`config.mk`:
```
export PLATFORM = sky130hd
export DESIGN_NAME = sa_dcache
export DESIGN_NICKNAME = d
export VERILOG_FILES = /design/src/rtl/dcache_pkg.sv /design/src/rtl/dcache_match.sv /design/src/rtl/dcache_plru.sv /design/src/rtl/sa_dcache.sv
export SDC_FILE = /design/constraint.sdc
export NUM_CORES = 2
export LEC_CHECK = 0
export BUFFER_PORTS_ARGS = -buffer_cell sky130_fd_sc_hd__buf_2
export CAP_MARGIN = 20
export CORE_MARGIN = 8
export CORE_UTILIZATION = 25
export CTS_BUF_LIST = sky130_fd_sc_hd__clkbuf_4
export CTS_CLUSTER_SIZE = 40
export DETAILED_ROUTE_END_ITERATION = 8
export MAX_ROUTING_LAYER = met4
export PLACE_DENSITY = 0.42
export SYNTH_ARGS = -nofsm -noshare
export SYNTH_HDL_FRONTEND = slang
export SYNTH_SLANG_ARGS = --single-unit
```
`constraint.sdc`:
```
create_clock -name clk -period 11.19 [get_ports clk]
set_clock_uncertainty 0.1 [all_clocks]
set_input_delay 0.5595 -clock clk [delete_from_list [all_inputs] [get_ports clk]]
set_output_delay 0.5595 -clock clk [all_outputs]
set_load 0.1 [all_outputs]
```
`src/rtl/dcache_pkg.sv`:
```
package dcache_pkg;
    localparam int NWAYS = 4;

    typedef enum logic [3:0] {
        S_IDLE,
        S_LOOKUP,
        S_WRBACK,
        S_REFILL,
        S_MEMWR,
        S_BYPRD,
        S_DONE,
        S_FLSCAN,
        S_FLWR,
        S_INVAL
    } dc_state_e;
endpackage

```
`src/rtl/dcache_match.sv`:
```
module dcache_match
    import dcache_pkg::*;
#(
    parameter int TAG_W = 6
) (
    input  logic                        clk,
    input  logic                        rst_n,
    input  logic                        probe_en,
    input  logic [NWAYS-1:0][TAG_W-1:0] way_tag,
    input  logic [NWAYS-1:0]            way_vld,
    input  logic [TAG_W-1:0]            probe,
    output logic                        hit,
    output logic [1:0]                  hit_way
);
    logic [NWAYS-1:0] hit_vec;

    generate
        for (genvar w = 0; w < NWAYS; w++) begin : g_cmp
            assign hit_vec[w] = way_vld[w] && (way_tag[w] == probe);
        end
    endgenerate

    assign hit = |hit_vec;

    always_comb begin
        hit_way = '0;
        for (int w = NWAYS - 1; w >= 0; w--) begin
            if (hit_vec[w]) hit_way = 2'(w);
        end
    end

    // a block may live in only one way of its set
    p_single_hit_r2: assert property (@(posedge clk) disable iff (!rst_n)
        probe_en |-> $onehot0(hit_vec));
endmodule

```
`src/rtl/dcache_plru.sv`:
```
module dcache_plru (
    input  logic [2:0] tree,
    input  logic [3:0] vld,
    input  logic [1:0] touch,
    output logic [1:0] victim,
    output logic [2:0] tree_nxt
);
    always_comb begin
        if (!vld[0])      victim = 2'd0;
        else if (!vld[1]) victim = 2'd1;
        else if (!vld[2]) victim = 2'd2;
        else if (!vld[3]) victim = 2'd3;
        else if (!tree[0]) victim = tree[1] ? 2'd1 : 2'd0;
        else               victim = tree[2] ? 2'd3 : 2'd2;
    end

    always_comb begin
        tree_nxt = tree;
        if (!touch[1]) begin
            tree_nxt[0] = 1'b1;
            tree_nxt[1] = !touch[0];
        end else begin
            tree_nxt[0] = 1'b0;
            tree_nxt[2] = !touch[0];
        end
    end
endmodule

```
`src/rtl/sa_dcache.sv`:
```
module sa_dcache
    import dcache_pkg::*;
#(
    parameter int ADDR_W     = 10,
    parameter int DATA_W     = 32,
    parameter int LINE_WORDS = 4,
    parameter int SETS       = 4
) (
    input  logic                                       clk,
    input  logic                                       rst_n,
    input  logic                                       mode_nocache,
    input  logic                                       mode_wb,
    input  logic                                       cmd_inval,
    input  logic                                       cmd_flush,
    input  logic                                       req_valid,
    output logic                                       req_ready,
    input  logic                                       req_we,
    input  logic [ADDR_W-1:0]                          req_addr,
    input  logic [DATA_W-1:0]                          req_wdata,
    output logic                                       rsp_valid,
    output logic [DATA_W-1:0]                          rsp_rdata,
    output logic                                       mem_req,
    output logic                                       mem_we,
    output logic [ADDR_W-$clog2(LINE_WORDS)-1:0]       mem_addr,
    output logic [LINE_WORDS-1:0]                      mem_wmask,
    output logic [DATA_W*LINE_WORDS-1:0]               mem_wline,
    input  logic                                       mem_ack,
    input  logic [DATA_W*LINE_WORDS-1:0]               mem_rline
);
    localparam int OFF_W  = $clog2(LINE_WORDS);
    localparam int IDX_W  = $clog2(SETS);
    localparam int TAG_W  = ADDR_W - OFF_W - IDX_W;
    localparam int LINE_W = DATA_W * LINE_WORDS;
    localparam int SCAN_W = IDX_W + 2;
    localparam int NLINES = SETS * NWAYS;

    // storage
    logic [LINE_W-1:0] data_q [SETS][NWAYS];
    logic [TAG_W-1:0]  tag_q  [SETS][NWAYS];
    logic [NWAYS-1:0]  vld_q  [SETS];
    logic [NWAYS-1:0]  dty_q  [SETS];
    logic [2:0]        plru_q [SETS];

    // latched request
    dc_state_e         state, nxt;
    logic              we_q, wb_q;
    logic [ADDR_W-1:0] addr_q;
    logic [DATA_W-1:0] wdata_q, rdata_q;
    logic [1:0]        vict_q;
    logic [SCAN_W-1:0] scan_q;

    logic [TAG_W-1:0]  tag_r;
    logic [IDX_W-1:0]  idx_r;
    logic [OFF_W-1:0]  off_r;
    assign tag_r = addr_q[ADDR_W-1 -: TAG_W];
    assign idx_r = addr_q[OFF_W +: IDX_W];
    assign off_r = addr_q[OFF_W-1:0];

    logic [IDX_W-1:0]  scan_set;
    logic [1:0]        scan_way;
    logic              scan_last, scan_dirty;
    assign scan_set   = scan_q[SCAN_W-1:2];
    assign scan_way   = scan_q[1:0];
    assign scan_last  = &scan_q;
    assign scan_dirty = vld_q[scan_set][scan_way] && dty_q[scan_set][scan_way];

    logic [NWAYS-1:0][TAG_W-1:0] set_tags;
    logic [NLINES-1:0]           vld_flat, dty_flat;
    generate
        for (genvar w = 0; w < NWAYS; w++) begin : g_settag
            assign set_tags[w] = tag_q[idx_r][w];
        end
        for (genvar s = 0; s < SETS; s++) begin : g_flat
            assign vld_flat[s*NWAYS +: NWAYS] = vld_q[s];
            assign dty_flat[s*NWAYS +: NWAYS] = dty_q[s];
        end
    endgenerate

    logic       hit;
    logic [1:0] hit_way, victim, touch;
    logic [2:0] tree_nxt;

    dcache_match #(.TAG_W(TAG_W)) u_match (
        .clk      (clk),
        .rst_n    (rst_n),
        .probe_en (state == S_LOOKUP),
        .way_tag  (set_tags),
        .way_vld  (vld_q[idx_r]),
        .probe    (tag_r),
        .hit      (hit),
        .hit_way  (hit_way)
    );

    assign touch = (state == S_LOOKUP) ? hit_way : vict_q;

    dcache_plru u_plru (
        .tree     (plru_q[idx_r]),
        .vld      (vld_q[idx_r]),
        .touch    (touch),
        .victim   (victim),
        .tree_nxt (tree_nxt)
    );

    function automatic logic [DATA_W-1:0] pick(input logic [LINE_W-1:0] l,
                                               input logic [OFF_W-1:0] o);
        return l[o*DATA_W +: DATA_W];
    endfunction

    function automatic logic [LINE_W-1:0] merge(input logic [LINE_W-1:0] l,
                                                input logic [OFF_W-1:0] o,
                                                input logic [DATA_W-1:0] d);
        logic [LINE_W-1:0] r;
        r = l;
        r[o*DATA_W +: DATA_W] = d;
        return r;
    endfunction

    // state register
    always_ff @(posedge clk or negedge rst_n) begin
        if (!rst_n) state <= S_IDLE;
        else        state <= nxt;
    end

    // next state
    always_comb begin
        nxt = state;
        unique case (state)
            S_IDLE: begin
                if (cmd_flush)      nxt = S_FLSCAN;
                else if (cmd_inval) nxt = S_INVAL;
                else if (req_valid) begin
                    if (mode_nocache) nxt = req_we ? S_MEMWR : S_BYPRD;
                    else              nxt = S_LOOKUP;
                end
            end
            S_LOOKUP: begin
                if (we_q && !wb_q)                           nxt = S_MEMWR;
                else if (hit)                                nxt = S_DONE;
                else if (vld_q[idx_r][victim] && dty_q[idx_r][victim]) nxt = S_WRBACK;
                else                                         nxt = S_REFILL;
            end
            S_WRBACK: if (mem_ack) nxt = S_REFILL;
            S_REFILL: if (mem_ack) nxt = S_DONE;
            S_MEMWR:  if (mem_ack) nxt = S_DONE;
            S_BYPRD:  if (mem_ack) nxt = S_DONE;
            S_DONE:   nxt = S_IDLE;
            S_INVAL:  nxt = S_IDLE;
            S_FLSCAN: begin
                if (scan_dirty)     nxt = S_FLWR;
                else if (scan_last) nxt = S_IDLE;
            end
            S_FLWR:   if (mem_ack) nxt = S_FLSCAN;
            default:  nxt = S_IDLE;
        endcase
    end

    // outputs
    always_comb begin
        req_ready = (state == S_IDLE) && !cmd_flush && !cmd_inval;
        rsp_valid = (state == S_DONE);
        rsp_rdata = rdata_q;
        mem_req   = 1'b0;
        mem_we    = 1'b0;
        mem_addr  = addr_q[ADDR_W-1:OFF_W];
        mem_wmask = '1;
        mem_wline = {LINE_WORDS{wdata_q}};
        unique case (state)
            S_WRBACK: begin
                mem_req   = 1'b1;
                mem_we    = 1'b1;
                mem_addr  = {tag_q[idx_r][vict_q], idx_r};
                mem_wline = data_q[idx_r][vict_q];
            end
            S_FLWR: begin
                mem_req   = 1'b1;
                mem_we    = 1'b1;
                mem_addr  = {tag_q[scan_set][scan_way], scan_set};
                mem_wline = data_q[scan_set][scan_way];
            end
            S_MEMWR: begin
                mem_req   = 1'b1;
                mem_we    = 1'b1;
                mem_wmask = LINE_WORDS'(1) << off_r;
            end
            S_REFILL, S_BYPRD: mem_req = 1'b1;
            default: ;
        endcase
    end

    // control and bookkeeping registers
    always_ff @(posedge clk or negedge rst_n) begin
        if (!rst_n) begin
            for (int s = 0; s < SETS; s++) begin
                vld_q[s]  <= '0;
                dty_q[s]  <= '0;
                plru_q[s] <= '0;
            end
            we_q    <= 1'b0;
            wb_q    <= 1'b1;
            addr_q  <= '0;
            wdata_q <= '0;
            rdata_q <= '0;
            vict_q  <= '0;
            scan_q  <= '0;
        end else begin
            unique case (state)
                S_IDLE: if (req_valid && req_ready) begin
                    we_q    <= req_we;
                    wb_q    <= mode_wb;
                    addr_q  <= req_addr;
                    wdata_q <= req_wdata;
                end
                S_LOOKUP: begin
                    vict_q <= victim;
                    if (hit) begin
                        plru_q[idx_r] <= tree_nxt;
                        rdata_q       <= pick(data_q[idx_r][hit_way], off_r);
                        if (we_q && wb_q) dty_q[idx_r][hit_way] <= 1'b1;
                    end
                end
                S_REFILL: if (mem_ack) begin
                    vld_q[idx_r][vict_q] <= 1'b1;
                    dty_q[idx_r][vict_q] <= we_q;
                    plru_q[idx_r]        <= tree_nxt;
                    rdata_q              <= pick(mem_rline, off_r);
                end
                S_BYPRD: if (mem_ack) rdata_q <= pick(mem_rline, off_r);
                S_FLSCAN: if (!scan_dirty) begin
                    if (scan_last) begin
                        for (int s = 0; s < SETS; s++) begin
                            vld_q[s] <= '0;
                            dty_q[s] <= '0;
                        end
                        scan_q <= '0;
                    end else begin
                        scan_q <= scan_q + 1'b1;
                    end
                end
                S_FLWR: if (mem_ack) dty_q[scan_set][scan_way] <= 1'b0;
                S_INVAL: begin
                    for (int s = 0; s < SETS; s++) begin
                        vld_q[s] <= '0;
                        dty_q[s] <= '0;
                    end
                end
                default: ;
            endcase
        end
    end

    // line data and tags
    always_ff @(posedge clk) begin
        if (state == S_LOOKUP && hit && we_q)
            data_q[idx_r][hit_way] <= merge(data_q[idx_r][hit_way], off_r, wdata_q);
        if (state == S_REFILL && mem_ack) begin
            data_q[idx_r][vict_q] <= we_q ? merge(mem_rline, off_r, wdata_q) : mem_rline;
            tag_q[idx_r][vict_q]  <= tag_r;
        end
    end

    // request held until acknowledged
    p_req_hold_r13: assert property (@(posedge clk) disable iff (!rst_n)
        (mem_req && !mem_ack) |=> (mem_req && $stable(mem_addr) && $stable(mem_we)
                                   && $stable(mem_wline) && $stable(mem_wmask)));

    // dirty bits only grow under a write-back access
    p_wt_clean_r7: assert property (@(posedge clk) disable iff (!rst_n)
        ($countones(dty_flat) > $past($countones(dty_flat))) |-> $past(wb_q));

    // no line survives the end of a flush
    p_flush_empty_r12: assert property (@(posedge clk) disable iff (!rst_n)
        (state == S_IDLE && $past(state) == S_FLSCAN) |-> (vld_flat == '0));

    // invalidate leaves no valid or dirty line
    p_inval_empty_r11: assert property (@(posedge clk) disable iff (!rst_n)
        (state == S_IDLE && $past(state) == S_INVAL) |-> (vld_flat == '0 && dty_flat == '0));

    // a bypassed read never allocates
    p_bypass_nofill_r10: assert property (@(posedge clk) disable iff (!rst_n)
        (state == S_BYPRD) |=> $stable(vld_flat));
endmodule

```
==> results.md <==
- R2r setup slk: 3440 ps
- DRC Markers: 0
- DP HPWL: 375000 microns
- Die Ht: 706 microns
- Routed wl met3: 64600 microns
- Max incr delay on CP: 820 ps
- Routed WL per cell: 38.9 microns
- Final WL: 608000 microns
- MaxCap Viol Count: 0
- CP Launch Type: flip-flop
- Fin area: 141000 sq um
- Slew margin rel.: 0.0459
- First-pass GRT wire length: 803000 microns
- GPL Wtd Cong: 0.849
- Site row count: 253
- Max Freq: 0.129 GHz
- Crit. End Element: flip-flop
- Crit path max-delay family: buffers and inverters
- Starting Density: 0.251
- R2R Path End: rsp_rdata[27]
- Status: complete, no violations
- Worst-Skew Late Latency: 1610 ps
- Tot Pwr: 0.0451 W
- CP startpoint: addr_q[3]
- Layout cells sized above 1: 0.342
- Synthesis-to-finish area growth: 18.8%
- Power per cell area: 319 nW/um^2
- Tightest Hold Check Type: primary input to flip-flop
- Die width: 706 microns
- DRT Pass-1 Iters: 6
- Seq cells post-synth: 2274
- Ys Warns: 0
- Fin crit share: 0.692
- Syn nets: 8003
- Largest net degree at the start of global routing: 110
- Worst path slowest cell: buf_4
- Worst R2R Path Depth: 15
- Setup CP Type: flip-flop to flip-flop
- Sequential power share: 0.281
- Predominant post-synthesis flop cell: edfxtp_1
- Syn Area/Cell: 15.2 sq um
- Critical-path cell list: buf_12 > mux4_2 > xnor2_1 > nand4_1 > nor2_4 > buf_12 > and3_4 > buf_4 > buf_4 > a22oi_1 > a311oi_1 > nor3_1 > dlygate4sd3_1 > o31ai_1 > dlygate4sd3_1
- Fill cell count: 47600
- Cell variety after synth: 76
- Final setup viols: 0
- Ys async rst share: 0.0572
- Routed Antenna Nets: 0
- Layout Utilization: 0.298
- Met2 WL: 272000 microns
- Top sig layer: met4
- Post-synth EDFFs: 2144
- Final net count: 8956
- Sequential area share after synthesis: 0.569
- Antenna violations before repair: 88
- Dpl cell area: 129000 sq um
- Slew Limit Fails: 0
- Setup TNS: 0 ps
- Power share of the clock group: 0.181
- Port buffer count: 354
- Clock sink total: 2274
- Req. time, crit path: 12600 ps
- Slew @ Worst Pin: 1430 ps
- Total GRT Usage: 0.242
- H-tree lvl count: 6
- WP data arrival: 9160 ps
- Cell area after synthesis: 119000 sq um
- CTS tree: done
- Pint: 0.0229 W
- Io pins: 355
- RSZ-0062 raised after global routing: false
- GR Overflow Total: 0
- Hold slack: 145 ps
- Clock transition at path regs: 60 ps
- Leak: 45.3 nW
- CP Depth: 15
- FF-to-FF Start: addr_q[3]
- CP max FO: 87
- CP endpoint: rsp_rdata[27]
- M1 wire length: 236000 microns
- Longest Clk Path Bufs: 4
- Combinational Power Share: 0.537
- Synth Instances: 7815
- Max VDD drop: 280 uV
- Worst Path Buf+Inv: 6
- Via count of the first global-routing pass: 88200
- CTS Buf Count: 657
- Final hold vios: 0
- Psw: 0.0221 W
- Root Driver: clkbuf_4
- Die ar.: 498000 sq um
- Via density: 5.76
- First DRT Iteration DRCs: 11900
- Sw Ratio: 0.491
- Core ar.: 474000 sq um
- Total number of vias: 90000
- Min cycle time layout: 7750 ps
-- state kept, by name, summed over array words and instances (netlist names) --
register	count
data_q	2048
tag_q	96
rsp_rdata	32
wdata_q	32
dty_flat	16
vld_flat	16
plru_q	12
addr_q	10
scan_q	4
state	4
vict_q	2
wb_q	1
we_q	1
-- placed cells by master, fill, tap and decap left out, drive strengths merged, types with 8 or more instances in the layout --
cell,instances
ha,9
a311o,20
nand3,113
a22oi,185
a22o,42
a21oi,251
nor2b,8
mux2i,30
a32oi,38
o311a,20
clkinv,141
bufinv,13
nor2,350
diode,112
a311oi,23
dlygate4sd3,365
clkbuf,979
o31ai,49
mux4,1330
o21ai,642
or3,14
a31o,10
a21o,149
clkinvlp,12
o211ai,21
o2111ai,20
nand2,1144
and3,12
edfxtp,2144
nand2b,13
inv,38
dfrtp,129
a31oi,53
xnor2,22
a221oi,15
buf,636
nor3,87
mux2,58
-- power groups by stage --
| stage | registers, W | logic, W | clock network, W |
|---|---|---|---|
| after floorplan | 0.0127 | 0.0142 | 0 |
| after global placement | 0.0128 | 0.0232 | 0 |
| after global routing | 0.0127 | 0.0250 | 0.00876 |
| after detailed placement | 0.0128 | 0.0236 | 0 |
| final | 0.0127 | 0.0242 | 0.00818 |
| after CTS | 0.0126 | 0.0240 | 0.00834 |
-- cell type report --
type	instances	area, sq um	share of cell area
Sequential cell	2274	67700	0.479
Multi-Input combinational cell	4812	48800	0.345
Timing Repair Buffer	1006	8200	0.0580
Tap cell	6247	7820	0.0553
Clock buffer	974	7310	0.0517
Clock inverter	187	1170	0.00830
Antenna cell	112	280	0.00198
Inverter	17	73.8	0.000522
-- worst register-to-register path, cell delays in order, from the launching register on --
cell           delay, ps
dfrtp_4              690
buf_12               540
mux4_2               520
xnor2_1              230
nand4_1              280
nor2_4               210
buf_12               410
and3_4               750
buf_4                610
buf_4                880
a22oi_1              300
a311oi_1             690
nor3_1                80
dlygate4sd3_1        590
o31ai_1              260
dlygate4sd3_1        590
-- cell families (layout without fill, tap and decap cells) --
kind of cell,after synthesis,count (layout),share of synthesized area
other,0,112,0
AND/OR/NAND/NOR,1764,1764,0.0596
buffers and inverters,729,2184,0.0247
XOR/XNOR,26,26,0.00191
flip-flops,2274,2274,0.569
AO/OA/AOI/OAI,1595,1595,0.0845
multiplexers,1418,1418,0.260
adder cells (fa/ha/maj),9,9,0.000947
-- worst min-delay path by stage --
stage / startpoint / slack (ps) / endpoint / cells after the start
floorplan: rst_n / 160 / addr_q[0] / 0
global placement: plru_q[3] / 360 / plru_q[3] / 2
detailed placement: plru_q[0] / 370 / plru_q[0] / 2
CTS: mem_rline[33] / 0.9 / data_q[2][289] / 6
global route: mem_rline[13] / 100 / data_q[0][269] / 5
finish: mem_rline[13] / 140 / data_q[0][269] / 5
-- layer usage --
layer | GRT usage | up-vias
li1 | - | 34400
met1 | 0.306 | 48100
met2 | 0.358 | 6176
met3 | 0.0604 | 1260
met4 | 0.125 | 0
met5 | - | -
-- metrics by stage --
stage | setup slack (ps) | std cells
final | 3440 | 15600
after global routing | 3110 | 15600
after CTS | 3340 | 15500
after detailed placement | 4740 | 14000
after global placement | 4380 | 14000
after floorplan | 2620 | 7815
-- cell usage after synthesis, types with 21 or more instances --
library cell | n | area share
a21o_1 | 149 | 0.0094
a21oi_1 | 251 | 0.011
a22o_1 | 42 | 0.0031
a22oi_1 | 185 | 0.012
a311oi_1 | 23 | 0.0017
a31oi_1 | 53 | 0.0028
a32oi_1 | 38 | 0.0028
buf_1 | 85 | 0.0027
buf_2 | 101 | 0.0042
clkbuf_1 | 510 | 0.016
dfrtp_1 | 129 | 0.027
edfxtp_1 | 2144 | 0.54
mux2_2 | 58 | 0.0055
mux2i_1 | 30 | 0.0025
mux4_2 | 1330 | 0.25
nand2_1 | 1144 | 0.036
nand3_1 | 113 | 0.0048
nor2_1 | 348 | 0.011
nor3_1 | 85 | 0.0036
o211ai_1 | 21 | 0.0013
o21ai_0 | 602 | 0.025
o21ai_1 | 39 | 0.0016
o31ai_1 | 49 | 0.0031
xnor2_1 | 22 | 0.0016
-- repair_timing --
action                                 4_1_cts  5_1_grt
buffers inserted                             0        0
hold buffers                               366        0
gates resized for setup                      0        0
endpoints found under the hold margin     2386        0
Note: power is estimated with default switching activity, not from simulation.
